--- src/rtl/gpio_port_pkg.sv ---
package gpio_port_pkg;
  localparam int unsigned NPINS = 16;
  localparam int unsigned DW    = 32;
  localparam int unsigned AW    = 10;
  localparam int unsigned WAW   = AW - 2;
  localparam int unsigned MW    = 2 * NPINS;

  // word indices inside the 1 KB window
  localparam logic [WAW-1:0] W_MODE  = WAW'(8'h00);
  localparam logic [WAW-1:0] W_OTYPE = WAW'(8'h01);
  localparam logic [WAW-1:0] W_SPEED = WAW'(8'h02);
  localparam logic [WAW-1:0] W_IDR   = WAW'(8'h04);
  localparam logic [WAW-1:0] W_ODR   = WAW'(8'h05);
  localparam logic [WAW-1:0] W_BSRR  = WAW'(8'h06);
  localparam logic [WAW-1:0] W_BRR   = WAW'(8'h0A);

  typedef enum logic [1:0] {
    MODE_IN  = 2'b00,
    MODE_OUT = 2'b01,
    MODE_ALT = 2'b10,
    MODE_ANA = 2'b11
  } pin_mode_e;
endpackage

--- src/rtl/gpio_cfg_regs.sv ---
module gpio_cfg_regs
  import gpio_port_pkg::*;
(
  input  logic             clk_i,
  input  logic             rst_ni,
  input  logic             clk_en_i,
  input  logic             we_i,
  input  logic             sel_mode_i,
  input  logic             sel_otype_i,
  input  logic             sel_speed_i,
  input  logic [DW-1:0]    wdata_i,
  output logic [MW-1:0]    mode_o,
  output logic [NPINS-1:0] otype_o,
  output logic [MW-1:0]    speed_o
);
  logic wr;
  assign wr = clk_en_i & we_i;

  always_ff @(posedge clk_i or negedge rst_ni) begin
    if (!rst_ni) begin
      mode_o  <= '0;
      otype_o <= '0;
      speed_o <= '0;
    end else if (wr) begin
      if (sel_mode_i)  mode_o  <= wdata_i[MW-1:0];
      if (sel_otype_i) otype_o <= wdata_i[NPINS-1:0];
      if (sel_speed_i) speed_o <= wdata_i[MW-1:0];
    end
  end

  a_r7_cfg_gated: assert property (@(posedge clk_i) disable iff (!rst_ni)
    !clk_en_i |=> ($stable(mode_o) && $stable(otype_o) && $stable(speed_o)));
  a_r2_mode_load: assert property (@(posedge clk_i) disable iff (!rst_ni)
    (clk_en_i && we_i && sel_mode_i) |=> mode_o == $past(wdata_i[MW-1:0]));
endmodule

--- src/rtl/gpio_out_latch.sv ---
module gpio_out_latch
  import gpio_port_pkg::*;
(
  input  logic             clk_i,
  input  logic             rst_ni,
  input  logic             clk_en_i,
  input  logic             we_i,
  input  logic             sel_odr_i,
  input  logic             sel_bsrr_i,
  input  logic             sel_brr_i,
  input  logic [DW-1:0]    wdata_i,
  output logic [NPINS-1:0] odr_o
);
  logic [NPINS-1:0] set_bits, clr_bits, odr_d;
  logic             wr;

  assign wr       = clk_en_i & we_i;
  assign set_bits = wdata_i[NPINS-1:0];
  assign clr_bits = wdata_i[2*NPINS-1:NPINS];

  always_comb begin
    odr_d = odr_o;
    if (wr) begin
      if (sel_odr_i)       odr_d = set_bits;
      else if (sel_bsrr_i) odr_d = (odr_o & ~clr_bits) | set_bits; // set wins
      else if (sel_brr_i)  odr_d = odr_o & ~set_bits;
    end
  end

  always_ff @(posedge clk_i or negedge rst_ni) begin
    if (!rst_ni) odr_o <= '0;
    else         odr_o <= odr_d;
  end

  a_r7_odr_gated: assert property (@(posedge clk_i) disable iff (!rst_ni)
    !clk_en_i |=> $stable(odr_o));
  a_r3_odr_load: assert property (@(posedge clk_i) disable iff (!rst_ni)
    (wr && sel_odr_i) |=> odr_o == $past(wdata_i[NPINS-1:0]));
  a_r4_set_wins: assert property (@(posedge clk_i) disable iff (!rst_ni)
    (wr && sel_bsrr_i) |=> (odr_o & $past(set_bits)) == $past(set_bits));
  a_r4_clear_only: assert property (@(posedge clk_i) disable iff (!rst_ni)
    (wr && sel_bsrr_i) |=> (odr_o & $past(clr_bits & ~set_bits)) == '0);
  a_r5_brr_clears: assert property (@(posedge clk_i) disable iff (!rst_ni)
    (wr && sel_brr_i) |=> (odr_o & $past(set_bits)) == '0);
endmodule

--- src/rtl/gpio_in_sync.sv ---
module gpio_in_sync
  import gpio_port_pkg::*;
(
  input  logic             clk_i,
  input  logic             rst_ni,
  input  logic [NPINS-1:0] pin_i,
  output logic [NPINS-1:0] sync_o
);
  logic [NPINS-1:0] meta_q;
  logic [1:0]       warm_q;

  always_ff @(posedge clk_i or negedge rst_ni) begin
    if (!rst_ni) begin
      meta_q <= '0;
      sync_o <= '0;
      warm_q <= '0;
    end else begin
      meta_q <= pin_i;
      sync_o <= meta_q;
      if (warm_q != 2'd2) warm_q <= warm_q + 2'd1;
    end
  end

  a_r9_two_stage: assert property (@(posedge clk_i) disable iff (!rst_ni)
    (warm_q == 2'd2) |-> sync_o == $past(pin_i, 2));
endmodule

--- src/rtl/gpio_pad_ctrl.sv ---
module gpio_pad_ctrl
  import gpio_port_pkg::*;
(
  input  logic [MW-1:0]    mode_i,
  input  logic [NPINS-1:0] otype_i,
  input  logic [NPINS-1:0] odr_i,
  output logic [NPINS-1:0] pin_o,
  output logic [NPINS-1:0] pin_oe_o
);
  for (genvar i = 0; i < NPINS; i++) begin : g_pin
    pin_mode_e m;
    assign m = pin_mode_e'(mode_i[2*i +: 2]);
    always_comb begin
      pin_o[i]    = 1'b0;
      pin_oe_o[i] = 1'b0;
      if (m == MODE_OUT) begin
        if (otype_i[i]) pin_oe_o[i] = ~odr_i[i];  // open-drain: release on 1
        else begin
          pin_oe_o[i] = 1'b1;
          pin_o[i]    = odr_i[i];
        end
      end
    end
  end

  always_comb begin
    a_r8_od_never_high: assert ((pin_o & pin_oe_o & otype_i) == '0);
  end
endmodule

--- src/rtl/gpio_port_regs.sv ---
module gpio_port_regs
  import gpio_port_pkg::*;
(
  input  logic             clk_i,
  input  logic             rst_ni,
  input  logic             clk_en_i,
  input  logic [AW-1:0]    addr_i,
  input  logic             we_i,
  input  logic [DW-1:0]    wdata_i,
  output logic [DW-1:0]    rdata_o,
  input  logic [NPINS-1:0] pin_i,
  output logic [NPINS-1:0] pin_o,
  output logic [NPINS-1:0] pin_oe_o
);
  logic [WAW-1:0]   widx;
  logic [MW-1:0]    mode, speed;
  logic [NPINS-1:0] otype, odr, idr;
  logic             unused_bits;

  assign widx        = addr_i[AW-1:2];
  assign unused_bits = ^addr_i[1:0];

  gpio_cfg_regs u_cfg (
    .clk_i, .rst_ni, .clk_en_i, .we_i,
    .sel_mode_i  (widx == W_MODE),
    .sel_otype_i (widx == W_OTYPE),
    .sel_speed_i (widx == W_SPEED),
    .wdata_i,
    .mode_o  (mode),
    .otype_o (otype),
    .speed_o (speed)
  );

  gpio_out_latch u_out (
    .clk_i, .rst_ni, .clk_en_i, .we_i,
    .sel_odr_i  (widx == W_ODR),
    .sel_bsrr_i (widx == W_BSRR),
    .sel_brr_i  (widx == W_BRR),
    .wdata_i,
    .odr_o (odr)
  );

  gpio_in_sync u_sync (.clk_i, .rst_ni, .pin_i, .sync_o(idr));

  gpio_pad_ctrl u_pad (
    .mode_i (mode), .otype_i (otype), .odr_i (odr), .pin_o, .pin_oe_o
  );

  always_comb begin
    rdata_o = '0;
    unique case (widx)
      W_MODE:  rdata_o[MW-1:0]    = mode;
      W_OTYPE: rdata_o[NPINS-1:0] = otype;
      W_SPEED: rdata_o[MW-1:0]    = speed;
      W_IDR:   rdata_o[NPINS-1:0] = idr;
      W_ODR:   rdata_o[NPINS-1:0] = odr;
      default: rdata_o = '0;   // set/reset, reset-only and holes read zero
    endcase
  end

  a_r6_strobe_regs_zero: assert property (@(posedge clk_i) disable iff (!rst_ni)
    (widx == W_BSRR || widx == W_BRR) |-> rdata_o == '0);
  a_r8_idle_pins_quiet: assert property (@(posedge clk_i) disable iff (!rst_ni)
    (mode == '0) |-> (pin_oe_o == '0 && pin_o == '0));
endmodule

--- config.mk ---
export PLATFORM = sky130hd
export DESIGN_NAME = gpio_port_regs
export DESIGN_NICKNAME = d
export VERILOG_FILES = /design/src/rtl/gpio_port_pkg.sv /design/src/rtl/gpio_cfg_regs.sv /design/src/rtl/gpio_out_latch.sv /design/src/rtl/gpio_in_sync.sv /design/src/rtl/gpio_pad_ctrl.sv /design/src/rtl/gpio_port_regs.sv
export SDC_FILE = /design/constraint.sdc
export NUM_CORES = 1
export LEC_CHECK = 0
export ABC_AREA = 0
export BUFFER_PORTS_ARGS = -buffer_cell sky130_fd_sc_hd__buf_2
export CAP_MARGIN = 10
export CORE_MARGIN = 10
export CORE_UTILIZATION = 42
export DETAILED_ROUTE_END_ITERATION = 6
export PLACE_DENSITY_LB_ADDON = 0.15
export RECOVER_POWER = 25
export SYNTH_ARGS = -nofsm -noshare
export SYNTH_HDL_FRONTEND = slang
export SYNTH_SLANG_ARGS = --single-unit
export TNS_END_PERCENT = 5
--- constraint.sdc ---
create_clock -name clk_i -period 5.3 [get_ports clk_i]
set_clock_uncertainty 0.15 [all_clocks]
set_input_delay 1.06 -clock clk_i [delete_from_list [all_inputs] [get_ports clk_i]]
set_output_delay 1.06 -clock clk_i [all_outputs]
set_load 0.005 [all_outputs]
Word-level counts from Yosys, hierarchy flattened --
Cells that the tools add are included.
Operators by class: equality and inequality tests 22, muxes and demuxes 69, bitwise gates (word level) 22, reduce and logical (&&, ||, !) cells 6
Operator list (number):
- one-hot mux 16 bit (5 select lines) | 1
- 2-to-1 mux 1 bit | 64
- 2-to-1 mux 16 bit | 3
- bitwise AND 16 bit | 2
- equality test 2 x 1 -> 1 bit (second input constant) | 16
- NOT 16 bit | 2
- one-hot mux 16 bit (2 select lines) | 1
- equality test 8 x 3 -> 1 bit (second input constant) | 3
- NOT 1 bit | 16
- bitwise OR 16 bit | 1
- equality test 8 x 1 -> 1 bit (second input constant) | 1
- equality test 8 x 2 -> 1 bit (second input constant) | 1
- equality test 8 x 4 -> 1 bit (second input constant) | 1
- zero test 8 bit | 1
- AND reduction 2 bit | 4
- nonzero test 3 bit | 1
- bitwise AND 1 bit | 1
Storage, ports and cells: logic and storage cells 125, bits in registers 128, bits of input ports 62, output and inout bits 64

Depth between registers and ports, before layout --
word-level depth 5, mapped depth 7

By module --
From an unflattened synthesis, not the netlist that was laid out.
Second synthesis, totals: cells, all modules 450, area, all modules 5973.2 um2
Modules (own cells, without submodules):
- gpio_cfg_regs | sequential area each 2001.9 um2, cells an instance 170, instances 1, area an instance 2957.8 um2
- gpio_port_regs | sequential area each 0.0 um2, cells an instance 112, instances 1, area an instance 912.1 um2
- gpio_out_latch | sequential area each 400.4 um2, cells an instance 88, instances 1, area an instance 802.0 um2
- gpio_in_sync | sequential area each 800.8 um2, cells an instance 32, instances 1, area an instance 800.8 um2
- gpio_pad_ctrl | sequential area each 0.0 um2, cells an instance 48, instances 1, area an instance 500.5 um2

Least setup slack after synthesis --
No wires, ideal clock.
path type input-to-output, from input addr_i[9], to output rdata_o[21], arrival time 2380 ps, stages on the path 6, path slack 1710 ps, path buffers 2, path through nor4_4 nand2_1 nor3_1 buf_2 buf_1 a22o_1
On the way: longest elaborated chain between the ends 2, elaborated cells on any way between the ends 3, classes of those cells eq/ne: 1; mux: 1; reduce/logical: 1
Ends and longest elaborated chain:
- start, declared | line gpio_port_regs.sv:7 | input logic [AW-1:0] addr_i,
- equality test 8 x 2 -> 1 bit / zero test 8 bit (equally long branches) | line gpio_port_regs.sv:51 | unique case (widx)
- one-hot mux 16 bit (2 select lines) (*) | line gpio_port_regs.sv:51
- end, declared | line gpio_port_regs.sv:10 | output logic [DW-1:0] rdata_o,
Mark *: on every way between the ends. The rest lies on a longest branch, timed or not.

Final worst setup path --
from input addr_i[4], to output rdata_o[5]
On the way: longest elaborated chain between the ends 2, elaborated cells on any way between the ends 6, classes of those cells eq/ne: 4; mux: 1; reduce/logical: 1
Ends and longest elaborated chain (line):
- equality test 8 x 3 -> 1 bit, or another cell as far along | gpio_port_regs.sv:51
- one-hot mux 16 bit (5 select lines) (*) | gpio_port_regs.sv:51
Marks and branches as above.

==> qor.yml <==
drt_first_iter_violations: 397
timing.final.crit_period_ns: 4.36
ios: 126
rsz0062_at_grt: "false"
crit_start: "addr_i[4]"
root_buffer: "clkbuf_16"
finish.net_count: 640
ys_seq_area_frac: 0.557
r2r-start: "u_out.odr_o[2]"
postPlaceCellArea_sq_um: 6550
clock_path_buffers: 2
synth_nets: 520
track_usage: 0.188
post-dp-hpwl_um: 11700
yosysWarnings: 0
ctsResizeCount: 0
htree_levels: 4
cts_tree: "built"
yosys.area.top_type: "dfrtp_1"
max_cap_violations: 1
required_ns: 4.09
start_util: 0.431
violations: "capacitance limit, slew limit"
grt_overflow: 0
clk_latency_ns: 0.42
routabilityCongestion: 0.862
numCtsBuffers: 17
min_path_type: "flip-flop to flip-flop"
reg2reg_to: "u_out.odr_o[2]"
ys_types: 33
totalPowerFinal_mw: 2.45
wire_per_inst_um: 22.7
yosys_register_bits: 128
reg2reg_depth: 3
finalWirelength_um: 17400
tns_ns: 0
cp_data_arrival_time_ns: 3.15
worstMarginPinSlew_ns: 1.83
drive_above_1_share: 0.443
design_area_sq_um: 7200
antenna_found_initial: 0
finalHoldViolCount: 0
cts_hold_buf: 0
synth_area_leaders: "dfrtp_1, mux2_2, a221o_1"
fmax_ghz: 0.229
critPathKind: "primary input to primary output"
r2r_slack_ns: 3.96
slew_viol_final: 75
seq_area_sq_um: 3200
path_clk_slew_ns: 0.06
irDropWorstVdd_v: 0.000234
area_growth_pct: 25.1
slew_headroom: -0.221
ant_nets: 0
syn_area_sq_um: 5750
io_buffer_count: 123
grt_pass1_wl_um: 26800
grt_pass1_vias: 4704
synth.avg_cell_area_sq_um: 12.6
diodes: 0
fillers: 1173
post_cts_buffers: 0
whs_ns: 0.194
finalCritPeriodShare: 0.823
fp.dieArea_sq_um: 18800
die_w_um: 137
grt_max_degree: 75
multi_input_area_sq_um: 2350
crit_fanout: 35
status: "finished, violations left"
synth_top_area_frac: 0.557
critical_path.endpoint: "rdata_o[5]"
cts.sink_count: 128
power_density_nw_per_um2: 340
via_per_inst: 5.93
setup_viol: 0
critical_path.endpoint_type: "primary output"
num_vias: 4548
synth_cells: 458
firstDrtPassIters: 5
rows: 42
drc: 0
die_y_um: 137
core_sq_um: 13300
cp-start-kind: "primary input"
power.leakage_nw: 3.61
==> state kept, by name, summed over array words and instances, names as in the netlist <==
name,count
u_sync.meta_q,16
u_cfg.speed_o,32
u_out.odr_o,16
u_cfg.mode_o,32
u_cfg.otype_o,16
u_sync.sync_o,16
==> critical path: stages <==
cell and delay [ns]:
buf_2 0.60, nor2b_1 0.29, and3_1 0.43, buf_4 0.37
a221o_1 0.25, buf_2 0.13
==> metal layers <==
layer / wire [um] / part of all wire / global-route usage / vias up
li1: - / - / - / 2023
met1: 7380 / 0.42 / 0.240 / 2271
met2: 8150 / 0.47 / 0.295 / 223
met3: 1530 / 0.088 / 0.0594 / 31
met4: 328 / 0.019 / 0.0644 / 0
met5: 0 / 0 / 0 / -
==> cell families (layout without fill, tap and decap cells) <==
kind of cell / after synthesis / in the layout / share of synthesized area
flops: 128 / 128 / 0.557
simple gates: 84 / 84 / 0.0833
mux: 83 / 83 / 0.162
compound gates: 111 / 111 / 0.159
buf+inv: 51 / 184 / 0.0378
xor+xnor: 1 / 1 / 0.00152
==> stage by stage <==
step | util | worst slack, ns | std cells
floorplan | - | 1.71 | 458
global placement | 0.490 | 1.04 | 735
detailed placement | 0.490 | 0.989 | 735
CTS | 0.539 | 0.985 | 767
global route | 0.539 | 0.887 | 767
finish | 0.539 | 0.938 | 767
==> worst min path at each step <==
stage / from / cells after the start / slack (ns) / to
4_1_cts: u_sync.meta_q[0] / 0 / 0.20 / u_sync.sync_o[0]
5_1_grt: u_sync.meta_q[0] / 0 / 0.20 / u_sync.sync_o[0]
6_report: u_sync.meta_q[0] / 0 / 0.19 / u_sync.sync_o[0]
2_1_floorplan: u_sync.meta_q[0] / 0 / 0.18 / u_sync.sync_o[0]
3_5_place_dp: u_sync.meta_q[7] / 0 / 0.19 / u_sync.sync_o[7]
3_3_place_gp: u_sync.meta_q[3] / 0 / 0.18 / u_sync.sync_o[3]
==> synthesized netlist by cell type (all sizes together) <==
master / n
mux2i: 3
nor3: 23
nor4: 1
a21oi: 16
buf: 11
or3: 2
a211o: 3
inv: 16
mux2: 80
a221oi: 13
a22o: 16
and3: 2
a2111oi: 16
dfrtp: 128
a31oi: 13
o21ai: 1
nor2: 4
a221o: 29
nor2b: 3
xor2: 1
nand2b: 16
a22oi: 4
nand2: 3
nand3: 29
clkbuf: 24
or4: 1
==> layout by cell type (no fill, tap or decap), drive strengths merged <==
cell type	count
buf	135
dfrtp	128
mux2	80
nand3	29
a221o	29
nor3	23
clkbuf	19
a22o	16
nand2b	16
a21oi	16
inv	16
a2111oi	16
a31oi	13
a221oi	13
clkinvlp	6
bufinv	5
a22oi	4
nor2	4
nand2	3
nor2b	3
mux2i	3
a211o	3
clkinv	3
and3	2
or3	2
nor4	1
or4	1
o21ai	1
xor2	1
==> final cells by class <==
type / count / area share
Tap cell: 176 / 0.0306
Multi-Input combinational cell: 279 / 0.326
Clock inverter: 14 / 0.0297
Timing Repair Buffer: 136 / 0.0991
Inverter: 16 / 0.00834
Sequential cell: 128 / 0.445
Clock buffer: 18 / 0.0610
==> power by group <==
group / switching, mW / internal, mW / total [mW]
Clock: 0.440 / 0.844 / 1.28
Sequential: 0.0167 / 1.01 / 1.02
Combinational: 0.0844 / 0.0542 / 0.139
Total: 0.541 / 1.91 / 2.45
Power figures use the tool's default switching activity.
